--- src/rtl/scsi_byte_packer_pkg.sv ---
`timescale 1ns/1ps
package scsi_byte_packer_pkg;
   typedef enum logic [2:0] {
      LOP_IDLE   = 3'd0,
      LOP_CLEAR  = 3'd1,
      LOP_PUT    = 3'd2,
      LOP_LAST   = 3'd3,
      LOP_LOAD_W = 3'd4,
      LOP_LOAD_H = 3'd5,
      LOP_SHIFT  = 3'd6
   } lane_op_e;
endpackage

--- src/rtl/scsi_byte_packer_ctrl.sv ---
`timescale 1ns/1ps
module scsi_byte_packer_ctrl
   import scsi_byte_packer_pkg::*;
#(
   parameter int LANES = 4,
   localparam int IDX_W  = $clog2(LANES),
   localparam int CNT_W  = $clog2(LANES + 1),
   localparam int HALF_L = LANES / 2
) (
   input  logic             clk,
   input  logic             rst_n,
   input  logic             fifo_rst,
   input  logic [1:0]       start_align,
   input  logic             dir_send,
   input  logic             flush,
   input  logic             in_valid,
   input  logic             wd_valid,
   input  logic             out_ready,
   output logic             in_ready,
   output logic             wd_ready,
   output logic             out_valid,
   output lane_op_e         op,
   output logic [IDX_W-1:0] put_idx,
   output logic             wr_go,
   output logic             wr_half_go,
   output logic [IDX_W-1:0] lob,
   output logic             half_mode,
   output logic             addr_err
);
   logic [CNT_W-1:0] cnt_q;
   logic             hm_q, err_q, hold_q;
   logic             rx_acc, tx_acc, tx_pop, rx_last;

   assign in_ready  = !dir_send && !err_q && !hold_q && !fifo_rst;
   assign wd_ready  = dir_send && !err_q && (cnt_q == '0) && !fifo_rst;
   assign out_valid = dir_send && (cnt_q != '0);

   assign rx_acc = in_valid && in_ready;
   assign tx_acc = wd_valid && wd_ready;
   assign tx_pop = out_valid && out_ready;

   assign rx_last = hm_q ? (cnt_q == CNT_W'(HALF_L - 1))
                         : (cnt_q == CNT_W'(LANES - 1));
   assign put_idx = IDX_W'(hm_q ? cnt_q + CNT_W'(HALF_L) : cnt_q);

   always_comb begin
      if (fifo_rst)    op = LOP_CLEAR;
      else if (rx_acc) op = rx_last ? LOP_LAST : LOP_PUT;
      else if (tx_acc) op = hm_q ? LOP_LOAD_H : LOP_LOAD_W;
      else if (tx_pop) op = LOP_SHIFT;
      else             op = LOP_IDLE;
   end

   assign wr_go      = (op == LOP_LAST);
   assign wr_half_go = hm_q;
   assign lob        = dir_send ? '0 : cnt_q[IDX_W-1:0];
   assign half_mode  = hm_q;
   assign addr_err   = err_q;

   always_ff @(posedge clk or negedge rst_n) begin
      if (!rst_n) begin
         cnt_q  <= '0;
         hm_q   <= 1'b0;
         err_q  <= 1'b0;
         hold_q <= 1'b0;
      end else begin
         case (op)
            LOP_CLEAR: begin
               cnt_q <= '0;
               hm_q  <= start_align[1];
               err_q <= start_align[0];
            end
            LOP_PUT:    cnt_q <= cnt_q + 1'b1;
            LOP_LAST: begin
               cnt_q <= '0;
               hm_q  <= 1'b0;
            end
            LOP_LOAD_W: cnt_q <= CNT_W'(LANES);
            LOP_LOAD_H: begin
               cnt_q <= CNT_W'(HALF_L);
               hm_q  <= 1'b0;
            end
            LOP_SHIFT:  cnt_q <= cnt_q - 1'b1;
            default:    ;
         endcase
         if (fifo_rst)
            hold_q <= 1'b0;
         else if (flush && !dir_send)
            hold_q <= 1'b1;
      end
   end
endmodule

--- src/rtl/scsi_byte_packer_lanes.sv ---
`timescale 1ns/1ps
module scsi_byte_packer_lanes
   import scsi_byte_packer_pkg::*;
#(
   parameter int BYTE_W  = 8,
   parameter int LANES   = 4,
   parameter bit OUT_REG = 1'b1,
   localparam int IDX_W  = $clog2(LANES),
   localparam int WORD_W = BYTE_W * LANES,
   localparam int HALF_W = WORD_W / 2,
   localparam int HALF_L = LANES / 2
) (
   input  logic              clk,
   input  logic              rst_n,
   input  lane_op_e          op,
   input  logic [IDX_W-1:0]  put_idx,
   input  logic [BYTE_W-1:0] in_data,
   input  logic [WORD_W-1:0] wd_data,
   input  logic              wr_go,
   input  logic              wr_half_go,
   output logic [WORD_W-1:0] pk_word,
   output logic              wr_valid,
   output logic              wr_half,
   output logic [WORD_W-1:0] wr_data
);
   logic [LANES:0][BYTE_W-1:0] lane_w;
   logic [WORD_W-1:0]          word_c, wr_word;

   assign lane_w[LANES] = '0;

   for (genvar i = 0; i < LANES; i++) begin : g_lane
      logic [BYTE_W-1:0] q;
      logic [BYTE_W-1:0] half_src;
      if (i < HALF_L) begin : g_hsrc
         assign half_src = wd_data[HALF_W-1-i*BYTE_W -: BYTE_W];
      end else begin : g_hzero
         assign half_src = '0;
      end
      always_ff @(posedge clk or negedge rst_n) begin
         if (!rst_n) q <= '0;
         else begin
            case (op)
               LOP_CLEAR, LOP_LAST: q <= '0;
               LOP_PUT:    if (put_idx == IDX_W'(i)) q <= in_data;
               LOP_LOAD_W: q <= wd_data[WORD_W-1-i*BYTE_W -: BYTE_W];
               LOP_LOAD_H: q <= half_src;
               LOP_SHIFT:  q <= lane_w[i+1];
               default:    ;
            endcase
         end
      end
      assign lane_w[i] = q;
      assign pk_word[WORD_W-1-i*BYTE_W -: BYTE_W] = q;
   end

   always_comb begin
      for (int j = 0; j < LANES; j++)
         word_c[WORD_W-1-j*BYTE_W -: BYTE_W] = (j == LANES-1) ? in_data : lane_w[j];
      wr_word = wr_half_go ? {{HALF_W{1'b0}}, word_c[HALF_W-1:0]} : word_c;
   end

   if (OUT_REG) begin : g_wr_reg
      always_ff @(posedge clk or negedge rst_n) begin
         if (!rst_n) begin
            wr_valid <= 1'b0;
            wr_half  <= 1'b0;
            wr_data  <= '0;
         end else begin
            wr_valid <= wr_go;
            wr_half  <= wr_go && wr_half_go;
            if (wr_go) wr_data <= wr_word;
         end
      end
   end else begin : g_wr_comb
      assign wr_valid = wr_go;
      assign wr_half  = wr_go && wr_half_go;
      assign wr_data  = wr_word;
   end
endmodule

--- src/rtl/scsi_byte_packer.sv ---
`timescale 1ns/1ps
module scsi_byte_packer
   import scsi_byte_packer_pkg::*;
#(
   parameter int BYTE_W  = 8,
   parameter int LANES   = 4,
   parameter bit OUT_REG = 1'b1,
   localparam int IDX_W  = $clog2(LANES),
   localparam int WORD_W = BYTE_W * LANES,
   localparam int HALF_W = WORD_W / 2
) (
   input  logic              clk,
   input  logic              rst_n,
   input  logic              fifo_rst,
   input  logic [1:0]        start_align,
   input  logic              dir_send,
   input  logic              flush,
   input  logic              in_valid,
   input  logic [BYTE_W-1:0] in_data,
   output logic              in_ready,
   input  logic              wd_valid,
   input  logic [WORD_W-1:0] wd_data,
   output logic              wd_ready,
   output logic              out_valid,
   output logic [BYTE_W-1:0] out_data,
   input  logic              out_ready,
   output logic              wr_valid,
   output logic              wr_half,
   output logic [WORD_W-1:0] wr_data,
   output logic [HALF_W-1:0] pk_hi,
   output logic [HALF_W-1:0] pk_lo,
   output logic [IDX_W-1:0]  lob,
   output logic              half_mode,
   output logic              addr_err
);
   if (LANES < 2 || (LANES & (LANES - 1)) != 0) begin : g_bad_lanes
      $error("LANES must be a power of two, at least 2");
   end
   if (BYTE_W < 1) begin : g_bad_byte
      $error("BYTE_W must be positive");
   end

   lane_op_e          op;
   logic [IDX_W-1:0]  put_idx;
   logic              wr_go, wr_half_go;
   logic [WORD_W-1:0] pk_word;

   scsi_byte_packer_ctrl #(.LANES(LANES)) u_ctrl (
      .clk, .rst_n, .fifo_rst, .start_align, .dir_send, .flush,
      .in_valid, .wd_valid, .out_ready,
      .in_ready, .wd_ready, .out_valid,
      .op, .put_idx, .wr_go, .wr_half_go,
      .lob, .half_mode, .addr_err
   );

   scsi_byte_packer_lanes #(.BYTE_W(BYTE_W), .LANES(LANES), .OUT_REG(OUT_REG)) u_lanes (
      .clk, .rst_n, .op, .put_idx, .in_data, .wd_data,
      .wr_go, .wr_half_go, .pk_word,
      .wr_valid, .wr_half, .wr_data
   );

   assign pk_hi    = pk_word[WORD_W-1:HALF_W];
   assign pk_lo    = pk_word[HALF_W-1:0];
   assign out_data = pk_word[WORD_W-1 -: BYTE_W];
endmodule

--- config.mk ---
export PLATFORM = sky130hd
export DESIGN_NAME = scsi_byte_packer
export DESIGN_NICKNAME = d
export VERILOG_FILES = /design/src/rtl/scsi_byte_packer_pkg.sv /design/src/rtl/scsi_byte_packer_ctrl.sv /design/src/rtl/scsi_byte_packer_lanes.sv /design/src/rtl/scsi_byte_packer.sv
export SDC_FILE = /design/constraint.sdc
export NUM_CORES = 1
export LEC_CHECK = 0
export BUFFER_PORTS_ARGS = -buffer_cell sky130_fd_sc_hd__buf_2
export CELL_PAD_IN_SITES_DETAIL_PLACEMENT = 0
export CELL_PAD_IN_SITES_GLOBAL_PLACEMENT = 1
export CORE_MARGIN = 3
export CORE_UTILIZATION = 40
export CTS_CLUSTER_DIAMETER = 60
export DETAILED_ROUTE_END_ITERATION = 10
export GPL_TIMING_DRIVEN = 0
export PLACE_DENSITY = 0.87
export SYNTH_ARGS = -nofsm -noshare
export SYNTH_HDL_FRONTEND = slang
export SYNTH_HIERARCHICAL = 1
export SYNTH_SLANG_ARGS = --single-unit
--- constraint.sdc ---
create_clock -name clk -period 3.38 [get_ports clk]
set_input_delay 0.169 -clock clk [delete_from_list [all_inputs] [get_ports clk]]
set_output_delay 0.169 -clock clk [all_outputs]
set_load 0.01 [all_outputs]
==> results by group, run 1 <==
Worst setup path
  – Setup slack, reg-to-reg: 210 ps
  – CP cell instances: inv_1 > ha_1 > nand2b_1 > or4_4 > a221oi_2 > buf_4 > mux2_2 > a221oi_1 > o2bb2ai_1
  – CP arrival: roughly 3400 ps
  – Critical path's top delay family: compound AO/OA/AOI/OAI gates
  – Critical Path RT: about 3600 ps
  – Crit path kind: reg2reg
  – Critical-path top delay cell: or4_4
  – CP Max Fanout: 10
  – Crit path largest cell delay: 560 ps
  – Setup crit end kind: register
  – Crit path buf inv count: 2
  – Worst setup SP type: register

GRT
  – Vias in the first global route: 3,389
  – Antenna violations before repair: 0
  – First-pass GRT wire length: 18.46 mm
  – GRT overflow: 0
  – Largest net degree at the start of global routing: 47
  – Tot GR Track Use: 0.1946

Yosys
  – Post-synthesis compound-gate area fraction: 0.1428
  – Post-synthesis cell count: 382
  – Fraction of the mapped netlist area in adder cells: 0.01437
  – Syn. warnings: 6
  – Asr flop ratio synth: 1.000
  – Synth Register Bits: 72
  – Largest family of logic cells by synthesized area: multiplexers
  – Synth Area in XOR/XNOR: 0.004023
  – Sequential-to-total area share from yosys stat: 0.4138
  – Mapped Avg Cell Area: between 10 and 15 um^2
  – Syn Std Cell Area: 4354 um^2
  – Library cells used by synthesis: 49
  – Synth Net Count: 437
  – Post-synth EDFFs: 0
  – Synth Area in Simple Gates: 0.1417
  – Ys flop type: dfrtp_1
  – Mux cell area share after synthesis: 0.1940

Die
  – Die Y: 110.3 um
  – Row Count: 37
  – Top Ports: 131
  – Die area: 12,170 um^2
  – Initial Util: 0.4162
  – CORE AREA: 10,460 um^2
  – DIE WIDTH: about 110 um

Routing
  – Drt drc: 0
  – Via count: 3,594
  – Via density per instance: 5.405
  – Post-Route WL: 11.91 mm
  – ANT nets after route: 0
  – Initial drt markers: between 150 and 200
  – Routed len/inst: 17.91 um
  – DR pass1 iterations: 5

Power
  – Combinational share of power: 0.252
  – Power per cell area: about 410 nW/um^2
  – P_leak: around 2.8 nW
  – Peak VDD IR: 281.2 uV
  – Int Pwr: 1.492 mW
  – Switching pwr: 711.8 uW
  – Clock share of power: 0.291
  – Sw frac: 0.3229
  – Sequential Power Share: 0.456

Clocking
  – CTS tree: built
  – Post-CTS setup buffer count: 0
  – Clock root cell: clkbuf_8
  – CTS buffer count: 9
  – Worst-path clk slew: 80 ps
  – Clock buffer depth: 2
  – CTS H-tree depth: 3
  – Clk sinks: 72
  – Skew-Pair Late Insertion Delay: 350 ps

Timing
  – Final setup viols: 0
  – Pins Over Slew Limit: 0
  – Worst slew pin tran: 716.3 ps
  – Fin crit share: 0.9366
  – RSZ-0062 raised after global routing: false
  – Final hold vios: 0
  – Fin crit period: 3166 ps
  – Worst Skew: 6.526 ps
  – Max-Slew Margin vs Limit: 0.5225
  – Fmax: between 300 and 400 MHz
  – Setup TNS: 0 ps

Flow run
  – Max-cap violations: 0

Place
  – GP Congestion: 0.8950
  – DP HPWL: 9.169 mm
  – Inst Count DP: 648
  – Port bufs: between 100 and 150

Finish
  – Nets@finish: 579
  – # diodes: 0
  – Layout overhead on the synthesized area: 24.02%
  – Finished Layout Cells: around 670
  – Share of cells above drive strength 1: 0.4499

Run status
  – Status: completed

Min path
  – Worst hold path class: in2reg
power by group through the flow:
stage	sequential, mW	combinational, mW	clock (mW)
after floorplan	1.04	0.316	0
after global placement	1.02	0.539	0
final	1.01	0.555	0.642
after detailed placement	1.02	0.553	0
after global routing	1.02	0.606	0.706
after CTS	1.01	0.556	0.666
cells by family (layout without fill, tap and decap cells):
logic type                 count (synthesis)  in the layout
DFF                                       72             72
and+or+nand+nor                           84             84
buffers and inverters                     64            211
AOI/OAI and AO/OA                         82             82
xor gates and xnor gates                   2              2
muxes                                     73             73
adders and majority gates                  5              5
stage by stage:
stage | setup slack, ps | utilization | power [mW] | hold WS, ps | cell area [um^2]
3_5_place_dp | 73.21 | 0.4970 | 1.577 | 117.2 | 5200
5_1_grt | 26.87 | 0.5161 | 2.330 | 19.66 | 5400
4_1_cts | 32.78 | 0.5155 | 2.229 | 10.89 | 5394
3_3_place_gp | 112.4 | 0.4941 | 1.560 | 380.7 | 5170
2_1_floorplan | 558.3 | - | 1.356 | -126.6 | 4354
6_report | 214.4 | 0.5161 | 2.204 | 19.77 | 5400
area by class of cell:
type | instances | area (um^2)
tap | 136 | 170.2
sequential | 72 | 1802
clock inverter | 7 | 60.06
timing repair buffer | 131 | 685.7
clock buffer | 9 | 123.9
buffer | 44 | 314.1
fill | 1004 | 5062
multi-input combinational | 246 | 2170
inverter | 20 | 75.07
worst reg2reg max path, delay by kind of cell, from the launching register on:
kind / cells / cell delay, ps
AO/OA/AOI/OAI: 3 / 950
flip-flops: 1 / 460
AND/OR/NAND/NOR: 2 / 710
buffers and inverters: 2 / 410
multiplexers: 1 / 350
adder cells (fa/ha/maj): 1 / 180
layout by cell type (no fill, tap or decap), drive strengths merged, types with 4 or more instances in the layout:
cell      n
mux2     43
mux2i    30
nor2      5
clkbuf   18
a22o     15
dfrtp    72
and4bb    6
buf     165
nand2b   12
nand3b   25
o21ai    16
a21oi    12
o22ai    15
o31ai     4
ha        5
nand2     5
inv      24
nor3b     9
a211o     9
nand3     5
sequential cells by signal, summed over array words and instances, names as in the netlist:
| name | count |
|---|---|
| u_ctrl/hold_q | 1 |
| u_lanes/g_lane.q | 32 |
| u_lanes/wr_valid | 1 |
| u_ctrl/half_mode | 1 |
| u_ctrl/cnt_q | 3 |
| u_lanes/wr_half | 1 |
| u_ctrl/addr_err | 1 |
| u_lanes/wr_data | 32 |
worst paths after layout:
kind,startpoint,to,depth (start not counted)
max in group asynchronous,rst_n,u_lanes/g_lane[3].q[7],3
min in group asynchronous,rst_n,u_lanes/wr_data[29],2
hold / removal,start_align[1],u_ctrl/half_mode,3
setup reg to reg,u_ctrl/cnt_q[0],u_lanes/g_lane[1].q[0],9
setup / recovery,u_ctrl/cnt_q[0],u_lanes/g_lane[1].q[0],9
hold reg to reg,u_lanes/wr_data[5],u_lanes/wr_data[5],1
cell usage after synthesis, types with 4 or more instances:
library cell	count	area share
inv_1	20	0.017
buf_2	7	0.0080
nand3_1	5	0.0057
o21ai_0	16	0.018
nor3b_1	9	0.016
mux2_4	16	0.055
a211o_1	9	0.018
a22o_1	15	0.030
nand2_1	5	0.0043
a21oi_1	10	0.011
clkbuf_1	7	0.0060
and4bb_1	5	0.014
dfrtp_1	72	0.41
nand3b_1	25	0.043
o22ai_1	15	0.022
buf_4	24	0.041
buf_6	4	0.010
mux2_2	27	0.070
mux2i_1	30	0.069
ha_1	5	0.014
nor2_1	5	0.0043
nand2b_1	12	0.017
what timing repair did:
| item | 4_1_cts | 5_1_grt |
|---|---|---|
| hold endpoints to repair | 26 | 0 |
| hold buffers | 1 | 0 |
| endpoints found under the setup margin | 0 | 32 |
| resized for setup | 0 | 1 |
routing by layer:
layer	global-route usage	wire length, um	vias up
li1	-	-	1678
met1	0.2782	5440	1777
met2	0.3046	5661	129
met3	0.03378	672	10
met4	0.05365	133	0
met5	0	0	-
No activity file was read; power rests on OpenSTA's default activity.
==> inputs of run 2 (changes only) <==
==> constraint.sdc (replaced) <==
create_clock -name clk -period 3.8 [get_ports clk]
set_input_delay 0.19 -clock clk [delete_from_list [all_inputs] [get_ports clk]]
set_output_delay 0.19 -clock clk [all_outputs]
set_load 0.01 [all_outputs]
==> results by group, run 2 (synthesis gave the netlist of run 1 again) <==
Power
  – Clock share of power: 0.292 (about the same)
  – Sequential Power Share: 0.457 (about the same)
  – P_leak: 2.786 nW (about the same)
  – Switching pwr: 632.9 uW (-11%)
  – Int Pwr: 1.327 mW (-11%)
  – Power per cell area: 363.4 nW/um^2 (-11%)
  – Combinational share of power: 0.251 (about the same)
  – Sw frac: 0.3229 (about the same)
  – Peak VDD IR: 250.9 uV (-11%)

Finish
  – Fin util: 0.5155 (-0.0005970)
  – Leading cell type in the layout, fill and taps excluded: buf_2
  – Top flop regs: u_lanes/g_lane.q x32, u_lanes/wr_data x32, u_ctrl/cnt_q x3
  – Most frequent cells in the layout: buf_2, dfrtp_1, mux2i_1, mux2_2
  – # diodes: 0 (unchanged)
  – Nets@finish: 579 (unchanged)
  – Share of cells above drive strength 1: 0.4480 (-0.001890)
  – Layout overhead on the synthesized area: 23.88%

Worst setup path
  – Setup crit end kind: register
  – Crit path largest cell delay: 670 ps (+110 ps)
  – CP cell instances: inv_1 > ha_1 > nand2b_1 > or4_4 > a221oi_1 > buf_4 > mux2_2 > a221oi_1 > o2bb2ai_1
  – Worst setup SP type: register
  – Crit path kind: reg2reg
  – CP arrival: 3640 ps (+250 ps)
  – Critical-path top delay cell: a221oi_1
  – CP Max Fanout: 10 (unchanged)
  – Critical Path RT: 4030 ps (+420 ps)
  – Crit-path most repeated cell: a221oi_1
  – Path depth of the worst reg2reg path: 9 (unchanged)

Routing
  – Drt drc: 0 (unchanged)
  – DR pass1 iterations: 4 (-1)
  – ANT nets after route: 0 (unchanged)
  – Via count: 3,574 (-0.56%)
  – Post-Route WL: 11.88 mm (-0.26%)
  – Via density per instance: 5.374 (-0.56%)
  – Routed len/inst: 17.86 um (-0.26%)
  – Initial drt markers: 158 (-4.8%)

Clocking
  – Clock buffer depth: 2 (unchanged)
  – Clock root cell: clkbuf_8
  – Hold buffer count at CTS: 1 (unchanged)
  – CTS H-tree depth: 3 (unchanged)
  – CTS tree: built
  – CTS buffer count: 9 (unchanged)
  – Clk sinks: 72 (unchanged)
  – Worst-path clk slew: 80 ps (about the same)
  – Skew-Pair Late Insertion Delay: 350 ps (about the same)
  – Post-CTS setup buffer count: 0 (unchanged)
  – Post-cts resize count: 0 (unchanged)

Timing
  – Pins Over Slew Limit: 0 (unchanged)
  – Max-Slew Margin vs Limit: 0.5103 (-0.01219)
  – Setup TNS: 0 ps (unchanged)
  – Worst hold slack: 40.74 ps (+20.98 ps)
  – Worst slew pin tran: 734.6 ps (+18.28 ps)
  – Final setup viols: 0 (unchanged)
  – RSZ-0062 raised after global routing: false
  – Worst Skew: 6.107 ps (-0.4190 ps)
  – Fmax: 292.6 MHz (-7.4%)
  – Final hold vios: 0 (unchanged)
  – Fin crit period: 3417 ps (+251.7 ps)
  – Fin crit share: 0.8993 (-0.03729)

Die
  – CORE AREA: 10,460 um^2 (unchanged)
  – Top Ports: 131 (unchanged)
  – DIE WIDTH: 110.3 um (unchanged)
  – Die Y: 110.3 um (unchanged)
  – Initial Util: 0.4162 (unchanged)
  – Die area: 12,170 um^2 (unchanged)
  – Row Count: 37 (unchanged)

GRT
  – First-pass GRT wire length: 18.46 mm (unchanged)
  – Antenna violations before repair: 0 (unchanged)
  – Tot GR Track Use: 0.1946 (unchanged)
  – Largest net degree at the start of global routing: 47 (unchanged)
  – Vias in the first global route: 3,389 (unchanged)
  – GRT overflow: 0 (unchanged)

Place
  – Port bufs: 129 (unchanged)
  – DP HPWL: 9.169 mm (unchanged)
  – GP Congestion: 0.8950 (unchanged)

Flow run
  – Max-cap violations: 0 (unchanged)

Run status
  – Status: completed

Min path
  – Worst hold path class: in2reg
  – WHS Path Cells: 3 (unchanged)
run 2: area by class of cell:
class	instances	area (um^2)
timing repair buffer	131	685.7
fill	1003	5069
multi-input combinational	246	2163
clock inverter	7	60.06
sequential	72	1802
buffer	44	314.1
inverter	20	75.07
clock buffer	9	123.9
tap	136	170.2
run 2: through the flow:
stage	worst slack [ps]	instance area (um^2)	power, mW	std cells
3_3_place_gp	532.4	5170	1.388	647
5_1_grt	178.3	5394	2.072	665
6_report	382.7	5394	1.960	665
2_1_floorplan	978.3	4354	1.206	382
4_1_cts	452.8	5394	1.983	665
3_5_place_dp	493.2	5200	1.403	648
run 2: critical path, delay by kind of cell (launching register included):
family                     cells  cell delay [ps]
muxes                          1              350
DFF                            1              450
adders and majority gates      1              180
buffers and inverters          2              450
AOI/OAI and AO/OA              3             1170
and+or+nand+nor                2              710
run 2: final timing paths:
path | startpoint | end | slack [ps]
setup reg to reg | u_ctrl/cnt_q[0] | u_lanes/g_lane[1].q[0] | 380
min in group asynchronous | rst_n | u_lanes/wr_data[29] | 300
hold / removal | start_align[1] | u_ctrl/half_mode | 40
max in group asynchronous | rst_n | u_lanes/g_lane[3].q[7] | 2940
hold reg to reg | u_lanes/wr_data[5] | u_lanes/wr_data[5] | 510
setup / recovery | u_ctrl/cnt_q[0] | u_lanes/g_lane[1].q[0] | 380
run 2: metal layers:
metal	vias to the layer above	global-route usage	routed length (um)
li1	1682	-	-
met1	1768	0.2782	5474
met2	112	0.3046	5632
met3	12	0.03378	614
met4	0	0.05365	156
met5	-	0	0
run 2: power groups by stage:
stage / Combinational (mW) / Clock, mW / Sequential (mW)
after global placement: 0.480 / 0 / 0.908
after detailed placement: 0.492 / 0 / 0.911
final: 0.492 / 0.573 / 0.895
after CTS: 0.494 / 0.592 / 0.896
after global routing: 0.538 / 0.628 / 0.906
after floorplan: 0.281 / 0 / 0.926
==> inputs of run 3 (changes only) <==
--- a/config.mk
+++ b/config.mk
@@ -14,6 +14,7 @@
 export DETAILED_ROUTE_END_ITERATION = 10
 export GPL_TIMING_DRIVEN = 0
 export PLACE_DENSITY = 0.87
+export REMOVE_ABC_BUFFERS = 1
 export SYNTH_ARGS = -nofsm -noshare
 export SYNTH_HDL_FRONTEND = slang
 export SYNTH_HIERARCHICAL = 1
==> constraint.sdc (replaced) <==
create_clock -name clk -period 4 [get_ports clk]
set_input_delay 0.2 -clock clk [delete_from_list [all_inputs] [get_ports clk]]
set_output_delay 0.2 -clock clk [all_outputs]
set_load 0.01 [all_outputs]
==> results by group, run 3 (synthesis gave the netlist of run 1 again) <==
Finish
  – Register Area: 1803 um^2 (about the same)
  – Leading cell type in the layout, fill and taps excluded: buf_2
  – Most frequent cells in the layout: buf_2, dfrtp_1, mux2i_1, mux2_2, nand3b_1
  – Layout overhead on the synthesized area: 19.22%
  – Share of cells above drive strength 1: 0.4297 (-0.01828)
  – Area occupied by multi-input gates: 2187 um^2 (+1.1%)
  – # diodes: 0 (unchanged)
  – Nets@finish: 541 (-6.6%)
  – Design area: 5191 um^2 (-3.8%)
  – Number of fill cells: 988 (-1.5%)
  – Top flop regs: u_lanes/g_lane.q x32, u_lanes/wr_data x32, u_ctrl/cnt_q x3
  – Finished Layout Cells: 627 (-5.7%)
  – Fin util: 0.4962 (-0.01937)

Die
  – DIE WIDTH: 110.3 um (unchanged)
  – CORE AREA: 10,460 um^2 (unchanged)
  – Die Y: 110.3 um (unchanged)
  – Initial Util: 0.4162 (unchanged)
  – Row Count: 37 (unchanged)
  – Die area: 12,170 um^2 (unchanged)
  – Top Ports: 131 (unchanged)

Min path
  – Worst hold path class: in2reg

GRT
  – Tot GR Track Use: 0.1798 (-0.01482)
  – M1 GR Usage: 0.2483 (-0.02982)
  – Most used routing layer in global routing: met2
  – Vias in the first global route: 3,308 (-2.4%)
  – Antenna violations before repair: 0 (unchanged)
  – First-pass GRT wire length: 17.06 mm (-7.6%)
  – Met2 Use GR: 0.2864 (-0.01820)
  – Largest net degree at the start of global routing: 42 (-11%)
  – GRT overflow: 0 (unchanged)
  – Met3 GRT Util: 0.02796 (-0.005824)

Routing
  – Initial drt markers: 153 (-3.2%)
  – DR pass1 iterations: 4 (unchanged)
  – Via density per instance: 5.348 (-0.50%)
  – Drt drc: 0 (unchanged)
  – Routed len/inst: 17.48 um (-2.1%)
  – Via count: 3,353 (-6.2%)
  – ANT nets after route: 0 (unchanged)
  – Post-Route WL: 10.96 mm (-7.7%)

Timing
  – Setup ws final: 257.7 ps (-125.0 ps)
  – Worst hold slack: 71.62 ps (+30.88 ps)
  – Worst Skew: 10.34 ps (+4.233 ps)
  – Final setup viols: 0 (unchanged)
  – RSZ-0062 raised after global routing: false
  – Pins Over Slew Limit: 0 (unchanged)
  – Final hold vios: 0 (unchanged)
  – Fin crit share: 0.9356 (+0.03628)
  – Fin crit period: 3742 ps (+325.0 ps)
  – Max-Slew Margin vs Limit: 0.3829 (-0.1274)
  – Fmax: 267.2 MHz (-8.7%)
  – Setup TNS: 0 ps (unchanged)
  – Worst slew pin tran: 925.6 ps (+191.1 ps)

Place
  – Pre-CTS setup slack: 224.4 ps (-268.8 ps)
  – DP Area: 4990 um^2 (-4.0%)
  – Port bufs: 130 (+0.78%)
  – DP HPWL: 7.911 mm (-14%)
  – Inst Count DP: 610 (-5.9%)
  – GP Congestion: 0.8245 (-7.9%)

Flow run
  – Max-cap violations: 0 (unchanged)

Clocking
  – Clock root cell: clkbuf_8
  – Worst-path clk slew: 80 ps (about the same)
  – CTS buffer count: 9 (unchanged)
  – Post-CTS setup buffer count: 0 (unchanged)
  – Clock buffer depth: 2 (unchanged)
  – CTS tree: built
  – CTS H-tree depth: 3 (unchanged)
  – Skew-Pair Late Insertion Delay: 330 ps (-20 ps)
  – Clk sinks: 72 (unchanged)

Worst setup path
  – Critical Path RT: 4220 ps (+190 ps)
  – Setup crit end kind: register
  – Worst setup SP type: register
  – Crit path kind: reg2reg
  – CP arrival: 3960 ps (+320 ps)
  – CP Max Fanout: 41 (+31)

Power
  – P_leak: 2.614 nW (-6.2%)
  – Peak VDD IR: 148.1 uV (-41%)
  – Power per cell area: 354.9 nW/um^2 (-2.3%)
  – Power Total: 1.843 mW (-6.0%)

Run status
  – Status: completed
run 3: critical path: stages (launching register included):
cell and delay (ps):
dfrtp_1 460, nor4_4 520, o211a_2 530, buf_12 250, a211o_2 580, buf_12 280
nor2_1 140, a21oi_4 520, mux2_4 350
run 3: routing by layer:
layer / vias up / share of wire
met4: 0 / 0.020
met5: - / 0
met2: 82 / 0.48
met1: 1662 / 0.46
li1: 1596 / -
met3: 13 / 0.037
run 3: where the power goes:
group          internal (mW)  switching [mW]
Sequential             0.796          0.0564
Clock                  0.285           0.272
Combinational          0.207           0.226
run 3: final cells by class:
type	count	area share
multi-input combinational	246	0.4213
clock inverter	6	0.01157
tap	136	0.03278
sequential	72	0.3473
clock buffer	10	0.02458
timing repair buffer	137	0.1480
inverter	20	0.01446
run 3: worst paths after layout:
path,endpoint,start,slack (ps),depth (start not counted)
worst max-delay path,u_lanes/g_lane[2].q[5],u_ctrl/addr_err,260,8
worst min-delay path,u_ctrl/half_mode,start_align[1],70,3
worst max register to register,u_lanes/g_lane[2].q[5],u_ctrl/addr_err,260,8
worst min register to register,u_lanes/wr_data[12],u_lanes/wr_data[12],510,1
max in group asynchronous,u_lanes/g_lane[3].q[3],rst_n,3070,3
min in group asynchronous,u_lanes/wr_data[21],rst_n,350,2
run 3: what timing repair did:
| action | 4_1_cts | 5_1_grt |
|---|---|---|
| hold buffers | 1 | 0 |
| endpoints found under the setup margin | 0 | 6 |
| gates resized for setup | 0 | 2 |
| endpoints found under the hold margin | 33 | 0 |
